[src/rtl/tri_overlay_pkg.sv]
package tri_overlay_pkg;

  typedef enum logic {
    DIR_UP   = 1'b0,
    DIR_DOWN = 1'b1
  } tri_dir_e;

  // Upper bit of the wave field selects triangle generation (10 and 11)
  function automatic logic wave_is_tri(input logic [1:0] wave);
    return wave[1];
  endfunction

endpackage

[src/rtl/tri_trig_delay.sv]
module tri_trig_delay #(
  parameter int LAT = 3
) (
  input  logic clk,
  input  logic rst,
  input  logic trig_i,
  output logic fire_o
);

  logic [LAT-1:0] stage_q;

  generate
    if (LAT == 1) begin : g_single
      always_ff @(posedge clk) begin
        if (rst) stage_q <= '0;
        else     stage_q <= trig_i;
      end
    end else begin : g_shift
      always_ff @(posedge clk) begin
        if (rst) stage_q <= '0;
        else     stage_q <= {stage_q[LAT-2:0], trig_i};
      end
    end
  endgenerate

  assign fire_o = stage_q[LAT-1];

endmodule

[src/rtl/tri_step_counter.sv]
module tri_step_counter
  import tri_overlay_pkg::*;
#(
  parameter int DW = 12,
  parameter int AW = 4
) (
  input  logic          clk,
  input  logic          rst,
  input  logic          clear_i,
  input  logic          step_i,
  input  logic [AW-1:0] amp_code_i,
  output logic [DW-1:0] cnt_o
);

  logic [DW-1:0] peak;
  logic [DW-1:0] cnt_q;
  tri_dir_e      dir_q;

  // Bit i of the peak is set when i <= code; codes past DW-1 give all ones
  always_comb begin
    for (int i = 0; i < DW; i++) begin
      peak[i] = (i <= int'(amp_code_i));
    end
  end

  always_ff @(posedge clk) begin
    if (rst || clear_i) begin
      cnt_q <= '0;
      dir_q <= DIR_UP;
    end else if (step_i) begin
      if (dir_q == DIR_UP) begin
        if (cnt_q < peak) begin
          cnt_q <= cnt_q + 1'b1;
        end else begin
          cnt_q <= cnt_q - 1'b1;
          dir_q <= DIR_DOWN;
        end
      end else begin
        if (cnt_q != '0) begin
          cnt_q <= cnt_q - 1'b1;
        end else begin
          cnt_q <= cnt_q + 1'b1;
          dir_q <= DIR_UP;
        end
      end
    end
  end

  assign cnt_o = cnt_q;

endmodule

[src/rtl/tri_sat_adder.sv]
module tri_sat_adder #(
  parameter int DW = 12
) (
  input  logic [DW-1:0] a_i,
  input  logic [DW-1:0] b_i,
  output logic [DW-1:0] sum_o
);

  logic [DW:0] wide;

  always_comb begin
    wide  = {1'b0, a_i} + {1'b0, b_i};
    sum_o = wide[DW] ? {DW{1'b1}} : wide[DW-1:0];
  end

endmodule

[src/rtl/tri_overlay_gen.sv]
module tri_overlay_gen
  import tri_overlay_pkg::*;
#(
  parameter int DW  = 12,
  parameter int AW  = 4,
  parameter int LAT = 3
) (
  input  logic          clk,
  input  logic          rst,
  input  logic          trig_i,
  input  logic          en_i,
  input  logic [1:0]    wave_i,
  input  logic [AW-1:0] amp_i,
  input  logic [DW-1:0] base_i,
  output logic [DW-1:0] sample_o,
  output logic [DW-1:0] tri_o
);

  logic          fire;
  logic          tri_mode;
  logic [AW-1:0] amp_q;
  logic [DW-1:0] cnt;
  logic [DW-1:0] overlay;
  logic [DW-1:0] sum;
  logic [DW-1:0] sample_q;

  assign tri_mode = wave_is_tri(wave_i);

  // Amplitude code is only accepted while the channel is disabled
  always_ff @(posedge clk) begin
    if (rst)        amp_q <= '0;
    else if (!en_i) amp_q <= amp_i;
  end

  tri_trig_delay #(.LAT(LAT)) u_delay (
    .clk    (clk),
    .rst    (rst),
    .trig_i (trig_i),
    .fire_o (fire)
  );

  tri_step_counter #(.DW(DW), .AW(AW)) u_counter (
    .clk        (clk),
    .rst        (rst),
    .clear_i    (!tri_mode),
    .step_i     (fire && tri_mode),
    .amp_code_i (amp_q),
    .cnt_o      (cnt)
  );

  assign overlay = tri_mode ? cnt : '0;

  tri_sat_adder #(.DW(DW)) u_add (
    .a_i   (base_i),
    .b_i   (overlay),
    .sum_o (sum)
  );

  always_ff @(posedge clk) begin
    if (rst)       sample_q <= '0;
    else if (fire) sample_q <= sum;
  end

  assign sample_o = sample_q;
  assign tri_o    = cnt;

endmodule

[config.mk]
export PLATFORM = sky130hd
export DESIGN_NAME = tri_overlay_gen
export DESIGN_NICKNAME = d
export VERILOG_FILES = /design/src/rtl/tri_overlay_pkg.sv /design/src/rtl/tri_trig_delay.sv /design/src/rtl/tri_step_counter.sv /design/src/rtl/tri_sat_adder.sv /design/src/rtl/tri_overlay_gen.sv
export SDC_FILE = /design/constraint.sdc
export NUM_CORES = 1
export LEC_CHECK = 0
export ABC_AREA = 1
export CAP_MARGIN = 10
export CORE_MARGIN = 2
export CORE_UTILIZATION = 46
export DETAILED_ROUTE_END_ITERATION = 10
export HOLD_SLACK_MARGIN = 0.1
export PLACE_DENSITY = 0.72
export SYNTH_ARGS = -nofsm -noshare
export SYNTH_HDL_FRONTEND = slang
export SYNTH_HIERARCHICAL = 1
export SYNTH_SLANG_ARGS = --single-unit
[constraint.sdc]
create_clock -name clk -period 2.1 [get_ports clk]
set_clock_uncertainty 0.15 [all_clocks]
set_input_delay 0.21 -clock clk [delete_from_list [all_inputs] [get_ports clk]]
set_output_delay 0.21 -clock clk [all_outputs]
set_load 0.05 [all_outputs]
Word level (Yosys, flattened, before mapping)
Index checks and enable logic that the tools add are counted.
{"block": "word_totals", "ff_bits": 32, "input_bits": 22, "out_inout_bits": 24, "elab_cells": 32}
{"block": "op_classes", "add_sub_neg": 3, "order_cmp": 12, "n_mux": 8, "reduce_logical": 4}
{"op": "$mux 12", "n": 5}
{"op": "$le 3x4->1 const A", "n": 4}
{"op": "$le 4x4->1 const A", "n": 4}
{"op": "$add 12x12->13", "n": 1}
{"op": "$add 12x1->12 const B", "n": 1}
{"op": "$lt 12x12->1", "n": 1}
{"op": "$reduce_bool 12->1", "n": 1}
{"op": "$sub 12x1->12 const B", "n": 1}
{"op": "$le 2x4->1 const A", "n": 2}
{"op": "$le 1x4->1 const A", "n": 1}
{"op": "$mux 1", "n": 3}
{"op": "$logic_and 1x1->1", "n": 1}
{"op": "$logic_not 1->1", "n": 1}
{"op": "$logic_or 1x1->1", "n": 1}

Depth between registers and ports, before layout
Gate-level depths: netlist of run 1.
{"block": "depth", "word_depth": 4, "mapped_depth": 17, "mapped_depth_nobuf": 16}

By module
Netlist of run 1, hierarchy kept.
{"mod": "tri_step_counter", "n_inst": 1, "cells_per_inst": 235, "area_each_um2": 1477.7, "seq_area_each_um2": 260.2}
{"mod": "tri_overlay_gen", "n_inst": 1, "cells_per_inst": 130, "area_each_um2": 780.7, "seq_area_each_um2": 320.3}
{"mod": "tri_sat_adder", "n_inst": 1, "cells_per_inst": 146, "area_each_um2": 777.0, "seq_area_each_um2": 0.0}
{"mod": "tri_trig_delay", "n_inst": 1, "cells_per_inst": 9, "area_each_um2": 82.6, "seq_area_each_um2": 60.1}

Worst setup path before layout of run 1
Ideal clock, no wire load.
{"block": "synth_timing", "path_kind": "flip-flop to flip-flop", "startpoint": "register u_counter.cnt_q[0], in the netlist u_counter/cnt_o[0]", "endpoint": "register sample_q[6], in the netlist sample_o[6]", "setup_ns": 0.115, "arrival_ns": 2.122, "required_ns": 1.835, "slack_ns": -0.287, "path_stages_with_launch": 16, "n_path_buf": 1, "period_less_slack_ns": 2.387, "cell_sequence": "dfxtp_1 -> nand2_1 -> inv_1 -> ha_1 -> fa_1 -> nand2_1 -> nand3_2 -> nand2_1 -> nor2_2 -> nor2_2 -> buf_6 -> nand3b_2 -> inv_1 -> nand2_1 -> nand2_1 -> nor2_1"}
{"block": "synth_via", "elab_chain_len": 3}
{"element": "start, declared", "line_no": "tri_step_counter.sv:16", "source": "logic [DW-1:0] cnt_q;"}
{"element": "start signal, assigned", "line_no": "tri_step_counter.sv:33", "source": "cnt_q <= cnt_q + 1'b1;"}
{"element": "start signal, assigned", "line_no": "tri_step_counter.sv:35", "source": "cnt_q <= cnt_q - 1'b1;"}
{"element": "start signal, assigned", "line_no": "tri_step_counter.sv:40", "source": "cnt_q <= cnt_q - 1'b1;"}
{"element": "$mux 12", "line_no": "tri_overlay_gen.sv:51", "source": "assign overlay = tri_mode ? cnt : '0;"}
{"element": "net overlay[0]", "line_no": "tri_overlay_gen.sv:23", "source": "logic [DW-1:0] overlay;"}
{"element": "$add 12x12->13", "line_no": "tri_sat_adder.sv:12", "source": "wide = {1'b0, a_i} + {1'b0, b_i};"}
{"element": "$mux 12", "line_no": "tri_sat_adder.sv:13", "source": "sum_o = wide[DW] ? {DW{1'b1}} : wide[DW-1:0];"}
{"element": "net sum[6]", "line_no": "tri_overlay_gen.sv:24", "source": "logic [DW-1:0] sum;"}
{"element": "end signal, assigned", "line_no": "tri_overlay_gen.sv:61", "source": "else if (fire) sample_q <= sum;"}
{"element": "end, declared", "line_no": "tri_overlay_gen.sv:25", "source": "logic [DW-1:0] sample_q;"}
The timed path passes the listed nets, and every way through them passes these cells.
A chain may end at the register's enable or synchronous reset.

Worst setup path after layout of run 1
{"block": "layout_timing", "startpoint": "register amp_q[2]", "endpoint": "register u_counter.cnt_q[1], in the netlist u_counter/cnt_o[1]"}
{"block": "layout_via", "elab_chain_len": 4, "elab_cells_between_ends": 14, "classes_between": "order compare (12); mux (2)"}
{"element": "start, declared", "line_no": "tri_overlay_gen.sv:21", "source": "logic [AW-1:0] amp_q;"}
{"element": "start signal, assigned", "line_no": "tri_overlay_gen.sv:32", "source": "else if (!en_i) amp_q <= amp_i;"}
{"element": "$le 1x4->1 (tied with other cells)", "line_no": "tri_step_counter.sv:22", "source": "peak[i] = (i <= int'(amp_code_i));"}
{"element": "$lt 12x12->1 *", "line_no": "tri_step_counter.sv:32", "source": "if (cnt_q < peak) begin"}
{"element": "$mux 12 *", "line_no": "tri_step_counter.sv:32"}
{"element": "$mux 12 *", "line_no": "tri_step_counter.sv:31", "source": "if (dir_q == DIR_UP) begin"}
Every way passes the cells marked *; elsewhere a longest branch is shown, timed or not.

==> results of run 1 <==
## final timing paths
| check | endpoint | start | slack, ns | depth (start not counted) |
|---|---|---|---|---|
| max | u_counter/cnt_o[1]$_SDFFE_PP0P_ | amp_q[2]$_SDFFE_PP0N_ | -0.12 | 16 |
| max reg2reg | u_counter/cnt_o[1]$_SDFFE_PP0P_ | amp_q[2]$_SDFFE_PP0N_ | -0.12 | 16 |
| min | u_delay/stage_q[2]$_SDFF_PP0_ | u_delay/stage_q[1]$_SDFF_PP0_ | 0.25 | 2 |
| min reg2reg | u_delay/stage_q[2]$_SDFF_PP0_ | u_delay/stage_q[1]$_SDFF_PP0_ | 0.25 | 2 |
## state kept, by name, summed over array words and instances (netlist names)
register / cells
amp_q: 4
sample_o: 12
u_counter/cnt_o: 12
u_counter/dir_q: 1
u_delay/stage_q: 3
## placed cells by master, fill, tap and decap left out, types with 2 or more instances in the layout
cell type        instances
o21ai_2                  3
xor2_1                  16
nand3_1                 21
o21ai_1                  2
dfxtp_4                  6
o21ai_0                  9
ha_4                    10
buf_4                   53
clkbuf_8                 5
nand3_2                  6
dfxtp_2                 10
inv_1                   75
nor3_1                   2
nand2_4                 11
nand3b_4                 2
a21oi_2                  2
nand2_2                 21
buf_6                    7
inv_2                   21
dfxtp_1                 16
nand2_1                136
ha_1                    16
nand3_4                  4
buf_12                   2
nor2_1                  68
a21oi_1                 15
nand4_1                  4
clkdlybuf4s50_1         43
nor2_2                   9
xnor2_2                  2
xnor2_1                  3
nor2_4                   5
## worst max-delay path: cells and delay by family, from the launching register on
family	cells	cell delay (ns)
DFF	1	0.41
adders and majority gates	1	0.27
and+or+nand+nor	8	0.61
buffers and inverters	5	0.40
AOI/OAI and AO/OA	2	0.27
## per-stage QoR
step / TNS (ns) / instance area (um2)
global route: -2.39 / 4680
floorplan: 0 / 3160
global placement: -5.95 / 3980
finish: -0.533 / 4680
CTS: -1.07 / 4310
detailed placement: -6.83 / 3980
## cell type report
type                            instances  area [um2]  area share [%]
Multi-Input combinational cell        381        2470            52.8
Timing Repair Buffer                  106         957            20.4
Sequential cell                        32         676            14.4
Inverter                               97         372            7.94
Tap cell                               80         100            2.14
Clock buffer                            7        97.6            2.09
Clock inverter                          1        5.00           0.107
## logic make-up (layout without fill, tap and decap cells)
group                      Yosys count  in the layout  share of synthesized area [%]
buffers and inverters              108            211                           15.2
adders and majority gates           27             27                           11.1
and+or+nand+nor                    295            296                           40.7
DFF                                 32             32                           20.5
xor gates and xnor gates            22             22                           6.18
AOI/OAI and AO/OA                   36             36                           6.30
## metal layers
layer / GRT usage (%) / part of all wire (%) / vias to the layer above
met4: 5.68 / 2.3 / 0
met5: 0 / 0 / -
met3: 3.52 / 6.0 / 23
li1: - / - / 1782
met1: 30.9 / 42 / 1599
met2: 42.2 / 49 / 126
## power breakdown
group	leakage, nW	total [mW]	switching [mW]	internal [mW]
combinational	2.05	0.462	0.252	0.210
clock	0.0534	0.532	0.228	0.304
sequential	0.269	0.643	0.0216	0.621
total	2.38	1.64	0.502	1.13
## repair_timing
action / CTS / global route
setup endpoints to repair: 24 / 24
resized for setup: 37 / 91
hold buffers: 0 / 0
gates cloned: 2 / 0
pin swaps: 19 / 34
setup buffers: 10 / 4
==> results.yml, run 1 <==
status:
  status: "complete, but fails checks"
  violations: "negative setup slack"
die:
  core_mm2: 0.00668
  die-width_um: 86.3
  rows: 30
  io_pins: 46
  initial_core_util_pct: 46.7
  dieArea_mm2: 0.00745
  fp.dieH_um: 86.3
drt:
  drtPass1Iterations: 5
  ant_nets: 0
  drt_wl_total_mm: 9.34
  drt_iter0_markers: 217
  drcViolationCount: 0
  wire_per_inst_um: 13.3
  vias_per_cell: 5.01
  vias: 3530
setup_path:
  max_stage_delay_ns: 0.41
  cp_cell_sequence: "inv_2, o21ai_2, inv_1, ha_4, nand2_1, inv_2, nand2_2, nor2_4, nand2_2, nand3_4, nand2_8, buf_6, nand2_2, nand2_1, o21ai_1, inv_1"
  cp.arrival_ns: 2.25
  cp-start-kind: "register"
  cp_common_cell: "nand2_2"
  cp.required_ns: 2.13
  critPathMaxFanout: 7
  crit_slowest_cell: "dfxtp_4"
  worst_setup_path_end_kind: "register"
  critical_path_class: "register to register"
cells_and_area:
  nFillCells: 551
  area_growth_pct: 50.1
  utilization_pct: 70.1
  instances_no_fill: 704
  n_antenna_cell: 0
  drive_above_1_share_pct: 31.3
  nNetsFinal: 672
place:
  place_inst: 683
  hpwl_mm: 6.74
  io_buffers: 44
  gp_congestion: 0.955
  place_ws_ns: -0.426
job:
  max-cap-violations: 0
clocking:
  cts_buffer_depth: 2
  cts_sinks: 32
  numCtsBuffers: 5
  clkTransAtPathRegs_ns: 0.07
  htreeDepth: 2
  clock_latency_ns: 0.28
  root_buffer: "clkbuf_8"
  cts_tree: "built"
sta:
  hold_violations: 0
  hold_slack_ns: 0.254
  rsz0062_at_grt: "yes"
  maxSlewViolCount: 0
  setup_violations: 10
  fmax_mhz: 450
  maxSlewHeadroom_pct: 66.2
  fin_ws_ns: -0.124
  timing.final.crit_period_ns: 2.22
  tightest_slew_ns: 0.506
  post-route-period-util_pct: 106
logic_synthesis:
  synth_top_area_cell: "dfxtp_1"
  yosys_register_bits: 32
  ys_types: 35
  netlist_instances: 520
  ys_warn_count: 6
  yosysMostFrequentCell: "nand2_1"
  avgSynthCellArea_um2: 6.00
  yosysTopAreaCellShare_pct: 20.5
  ys_top_cells_by_area: "dfxtp_1 21%, nand2_1 20%, inv_1 11%"
  synth_edf_count: 0
  synth_ff_type: "dfxtp_1"
  synth-async-reset-ratio_pct: 0
  netlist_area_mm2: 0.00312
  yosysSeqAreaShare_pct: 20.5
  synth_fp_nets: 569
  synth_common_cells: "162 x nand2_1, 93 x inv_1, 76 x nor2_1, 32 x dfxtp_1"
global_routing:
  grtUsageTotal_pct: 24.0
  overflow: 0
  grt_pass1_vias: 3156
  grt_max_degree: 25
  grt_first_pass_wirelength_mm: 14.2
  antenna_found_initial: 0
min_path:
  hp-class: "register to register"
power:
  p_leak_nw: 2.38
  ir_worst_vdd_uv: 298
  power.total_mw: 1.64
  power_density_mw_per_mm2: 350
(Power assumes the default switching activity.)
==> inputs of run 2 (changes only) <==
CAP_MARGIN = 15   (was 10)
clock period = 2.02 ns   (was 2.1 ns; I/O delays follow)
==> run 2 against run 1 <==
The flow still finishes with violations (negative setup slack). First-iteration DRC count up 27%. Sequential share of layout area grew 0.35 points. Total power increased by 4.7%. Sequential cell count stayed put. Fmax rose by 3.5%. Clock power increased by 12%.
==> results.yml, run 2 (synthesized netlist as in run 1, its figures left out) <==
status:
  status: "complete, but fails checks"
  violations: "negative setup slack"
cells_and_area:
  final_cell_mix: "143 x nand2_1, 80 x inv_1, 71 x nor2_1"
  drive_above_1_share_pct: 28.3
  area_growth_pct: 45.2
  n_antenna_cell: 0
  nNetsFinal: 670
  utilization_pct: 67.8
  layout_commonest_cell: "nand2_1"
  nFillCells: 587
  instances_no_fill: 702
clocking:
  clock_latency_ns: 0.28
  numCtsBuffers: 5
  cts_sinks: 32
  holdBufCountCts: 0
  root_buffer: "clkbuf_8"
  cts_buffer_depth: 2
  htreeDepth: 2
  cts_tree: "built"
  clkTransAtPathRegs_ns: 0.07
drt:
  vias_per_cell: 4.95
  vias: 3478
  drtPass1Iterations: 5
  wire_per_inst_um: 12.8
  drt_iter0_markers: 276
  drcViolationCount: 0
  ant_nets: 0
  drt_wl_total_mm: 8.98
sta:
  maxSlewViolCount: 0
  maxSlewHeadroom_pct: 66.2
  timing.final.crit_period_ns: 2.15
  fmax_mhz: 465
  tns_ns: -1.17
  fin_ws_ns: -0.129
  hold_violations: 0
  rsz0062_at_grt: "yes"
  setup_violations: 17
  post-route-period-util_pct: 106
  tightest_slew_ns: 0.506
power:
  p_leak_nw: 2.41
  p_int_mw: 1.22
  p_comb_share_pct: 26.3
  ir_worst_vdd_uv: 253
  power_density_mw_per_mm2: 379
  power.total_mw: 1.71
  power.share.switching_pct: 28.9
  p_clk_share_pct: 34.8
  p_sw_mw: 0.495
  seqPwrFrac_pct: 38.9
global_routing:
  grt_max_degree: 25
  grt_pass1_vias: 3281
  overflow: 0
  grtUsageTotal_pct: 23.5
  grt_first_pass_wirelength_mm: 14.3
  antenna_found_initial: 0
setup_path:
  worst_setup_path_end_kind: "register"
  cp.required_ns: 2.09
  cp-start-kind: "register"
  cp.arrival_ns: 2.22
  critPathMaxFanout: 6
  critical_path_class: "register to register"
place:
  place_inst: 687
  hpwl_mm: 6.60
  place_ws_ns: -0.553
  io_buffers: 44
  gp_congestion: 0.960
die:
  io_pins: 46
  die-width_um: 86.3
  rows: 30
  initial_core_util_pct: 46.7
  dieArea_mm2: 0.00745
  core_mm2: 0.00668
  fp.dieH_um: 86.3
job:
  max-cap-violations: 0
min_path:
  hp-class: "input pin to register"
## run 2: cell count changes in the layout (fill, tap and decap cells not counted), sizes merged
cell and delta:
buf -2, bufinv +1, clkdlybuf4s15 -1, clkdlybuf4s50 -4, dlymetal6s2s +4
## run 2: power by group through the flow
stage / sequential [mW] / combinational [mW] / clock (mW)
after floorplan: 0.712 / 0.195 / 0
after global placement: 0.676 / 0.371 / 0
after detailed placement: 0.676 / 0.378 / 0
after CTS: 0.664 / 0.399 / 0.605
after global routing: 0.669 / 0.496 / 0.630
final: 0.667 / 0.450 / 0.597
## run 2: worst paths after layout
path | start | end | slack [ns] | depth (start not counted)
setup / recovery | amp_q[2]$_SDFFE_PP0N_ | u_counter/cnt_o[4]$_SDFFE_PP0P_ | -0.13 | 13
hold / removal | wave_i[1] | u_counter/cnt_o[0]$_SDFFE_PP0P_ | 0.21 | 5
setup reg to reg | amp_q[2]$_SDFFE_PP0N_ | u_counter/cnt_o[4]$_SDFFE_PP0P_ | -0.13 | 13
hold reg to reg | u_delay/stage_q[0]$_SDFF_PP0_ | u_delay/stage_q[1]$_SDFF_PP0_ | 0.26 | 2
## run 2: layout make-up
cell class / count / area [um2] / area share, %
tap: 80 / 100 / 2.21
clock inverter: 2 / 35.0 / 0.774
timing repair buffer: 104 / 935 / 20.6
sequential: 32 / 669 / 14.8
multi-input combinational: 381 / 2340 / 51.7
clock buffer: 6 / 72.6 / 1.60
inverter: 97 / 374 / 8.26
## run 2: routing by layer
layer / GRT usage (%) / vias up / part of all wire (%)
li1: - / 1774 / -
met1: 29.6 / 1586 / 43
met2: 42.0 / 98 / 49
met3: 3.05 / 20 / 4.9
met4: 6.68 / 0 / 2.2
met5: 0 / - / 0
## run 2: repair_timing
item / in CTS / in global routing
pin swaps: 19 / 15
buffers inserted: 4 / 2
endpoints found under the hold margin: 0 / 0
endpoints found under the setup margin: 24 / 26
gates cloned: 1 / 0
gates resized for setup: 31 / 66
## run 2: critical path: stages, from the launching register on
cell,delay (ns)
dfxtp_4,0.38
or2_4,0.24
o21ai_2,0.15
ha_1,0.25
nand3_1,0.08
nor2_1,0.05
nor2_2,0.14
nand3_4,0.14
nand2_8,0.15
buf_6,0.11
nand2_2,0.04
nand3_2,0.08
nand2_1,0.05
inv_1,0.05
## run 2: metrics by stage
stage	hold WS, ns	area [um2]
after global routing	0.244	4530
after floorplan	0.123	3160
after global placement	0.247	4010
after detailed placement	0.246	4010
after CTS	0.258	4250
final	0.209	4530
==> inputs of run 3 (changes only) <==
ABC_AREA = unset   (was 1)
CORE_ASPECT_RATIO = 0.6   (was unset)
PLACE_DENSITY = 0.73   (was 0.72)
==> run 3 against run 2 <==
The flow still finishes with violations (negative setup slack). Global-route usage rose by 5.8 points. Die area fell by 12%. Combinational power fell by 34%. Routed wire length rose by 5.1%. Core utilization rose by 8.4 points. Worst hold slack improved by 0.081 ns. Total power fell by 12%. Synthesized area fell by 13%. Fmax fell by 19%. Critical endpoint is now u_counter/cnt_o[11]$_SDFFE_PP0P_.
==> results.yml, run 3 <==
drt:
  drt_wl_total_mm: 9.43
  ant_nets: 0
  drcViolationCount: 0
  wire_per_inst_um: 17.2
  drt_iter0_markers: 241
  vias: 3061
  drtPass1Iterations: 5
  vias_per_cell: 5.60
sta:
  rsz0062_at_grt: "yes"
  fin_ws_ns: -0.624
  setup_violations: 24
  post-route-period-util_pct: 131
  tns_ns: -11.65
  timing.final.crit_period_ns: 2.64
  maxSlewHeadroom_pct: 66.0
  tightest_slew_ns: 0.497
  hold_violations: 0
  maxSlewViolCount: 0
  fmax_mhz: 378
clocking:
  cts_buffer_depth: 2
  cts_tree: "built"
  clock_latency_ns: 0.31
  htreeDepth: 2
  cts_sinks: 32
  root_buffer: "clkbuf_8"
  clkTransAtPathRegs_ns: 0.07
  numCtsBuffers: 5
  holdBufCountCts: 0
global_routing:
  grt_max_degree: 21
  antenna_found_initial: 0
  overflow: 0
  grt_pass1_vias: 2915
  grt_first_pass_wirelength_mm: 14.7
  grtUsageTotal_pct: 29.3
logic_synthesis:
  netlist_area_mm2: 0.00272
  synth_fp_nets: 380
  synth-async-reset-ratio_pct: 0
  synth_compound_gate_area_share_pct: 20.4
  synth_edf_count: 0
  synthMuxAreaShare_pct: 8.55
  synth-simple-area-share_pct: 26.1
  synthAdderAreaFrac_pct: 12.7
  synth_top_area_cell: "dfxtp_1"
  avgSynthCellArea_um2: 8.22
  synth_top_family_by_area: "simple AND/OR/NAND/NOR gates"
  netlist_instances: 331
  yosysSeqAreaShare_pct: 23.5
  ys_warn_count: 6
  yosys_register_bits: 32
  yosysTopAreaCellShare_pct: 23.5
  ys_types: 65
  yosysMostFrequentCell: "nor2_1"
  ys_top_cells_by_area: "dfxtp_1 24%, ha_1 12%, mux2i_1 7.7%"
  synth_ff_type: "dfxtp_1"
  synth_common_cells: "35 x nor2_1, 32 x dfxtp_1, 26 x ha_1, 26 x nand2_1, 23 x a21oi_1"
  synth_xor_area_share_pct: 3.54
setup_path:
  cp.required_ns: 2.08
  critical_path_class: "register to register"
  cp_cell_sequence: "o21ai_0, ha_1, nand4_1, nor2_2, a2111oi_4, buf_4, nor3_1, a211o_1, a221oi_2"
  max_stage_delay_ns: 0.45
  worst_setup_path_end_kind: "register"
  cpLargestDelayFamily: "compound AO/OA/AOI/OAI gates"
  critPathMaxFanout: 9
  cp.arrival_ns: 2.70
  worst-path-buf-inv: 1
  cp-start-kind: "register"
  crit_slowest_cell: "a2111oi_4"
cells_and_area:
  utilization_pct: 76.1
  final_area_mm2: 0.00430
  nNetsFinal: 515
  drive_above_1_share_pct: 40.0
  layout_commonest_cell: "buf_4"
  area_growth_pct: 58.0
  nFillCells: 396
  n_antenna_cell: 0
  final_cell_mix: "97 x buf_4, 35 x clkdlybuf4s50_1, 34 x nor2_1"
die:
  rows: 21
  core_mm2: 0.00565
  fp.dieH_um: 63.6
  initial_core_util_pct: 48.2
  io_pins: 46
  dieArea_mm2: 0.00657
  die-width_um: 103
place:
  gp_congestion: 0.952
  io_buffers: 44
  post_dp_cell_area_mm2: 0.00391
  hpwl_mm: 6.79
power:
  power.total_mw: 1.52
  ir_worst_vdd_uv: 292
  p_leak_nw: 1.92
  power_density_mw_per_mm2: 353
min_path:
  hp-class: "register to register"
job:
  max-cap-violations: 0
status:
  violations: "negative setup slack"
  status: "complete, but fails checks"
[run 3: cell types whose count changed in the layout (fill, tap and decap cells not counted), moves of 15 or more]
cell	delta
nand2_1	-124
inv_1	-69
buf_4	+44
nor2_1	-37
mux2i_1	+21
inv_2	-15
nand2_2	-15
[run 3: cell type report]
type                    instances  area (um2)  area share, %
repair buffers                143        1200           27.9
clock buffers                   7        86.3           2.01
multi-input cells             273        2190           50.9
well taps                      80         100           2.33
inverters                      11        41.3          0.960
clock inverters                 1        7.51          0.175
flip-flops and latches         32         674           15.7
[run 3: stage by stage]
step           instances  hold WS [ns]  setup WS [ns]
5_1_grt              547         0.307         -0.801
4_1_cts              543         0.292         -0.585
2_1_floorplan        331         0.124         -0.483
6_report             547         0.290         -0.624
3_5_place_dp         528         0.274         -0.794
3_3_place_gp         528         0.268         -0.714
[run 3: worst paths after layout]
check	depth (start not counted)	slack [ns]	start	endpoint
min reg2reg	1	0.29	u_delay/stage_q[1]$_SDFF_PP0_	u_delay/stage_q[2]$_SDFF_PP0_
max reg2reg	9	-0.62	amp_q[2]$_SDFFE_PP0N_	u_counter/cnt_o[11]$_SDFFE_PP0P_
min	1	0.29	u_delay/stage_q[1]$_SDFF_PP0_	u_delay/stage_q[2]$_SDFF_PP0_
max	9	-0.62	amp_q[2]$_SDFFE_PP0N_	u_counter/cnt_o[11]$_SDFFE_PP0P_
[run 3: report_power, final]
part           internal (mW)  switching [mW]
Combinational          0.152           0.145
Sequential             0.638          0.0177
Clock                  0.278           0.285
Total                   1.07           0.448
[run 3: metal layers]
metal | share of wire (%) | track usage [%] | vias to the layer above
met3 | 8.7 | 7.44 | 14
met5 | 0 | 0 | -
met4 | 0.76 | 5.59 | 0
li1 | - | - | 1480
met2 | 41 | 41.3 | 139
met1 | 49 | 44.6 | 1428
[run 3: cells by family (layout without fill, tap and decap cells)]
kind of cell	after synthesis	in the layout
xor+xnor	11	11
fa+ha+maj	27	27
compound gates	75	75
buf+inv	27	162
flops	32	32
simple gates	136	137
mux	23	23
[run 3: what timing repair did]
item / CTS / global route
resized for setup: 40 / 22
gates cloned: 1 / 0
pin swaps: 23 / 14
setup buffers: 7 / 4
endpoints found under the setup margin: 26 / 28
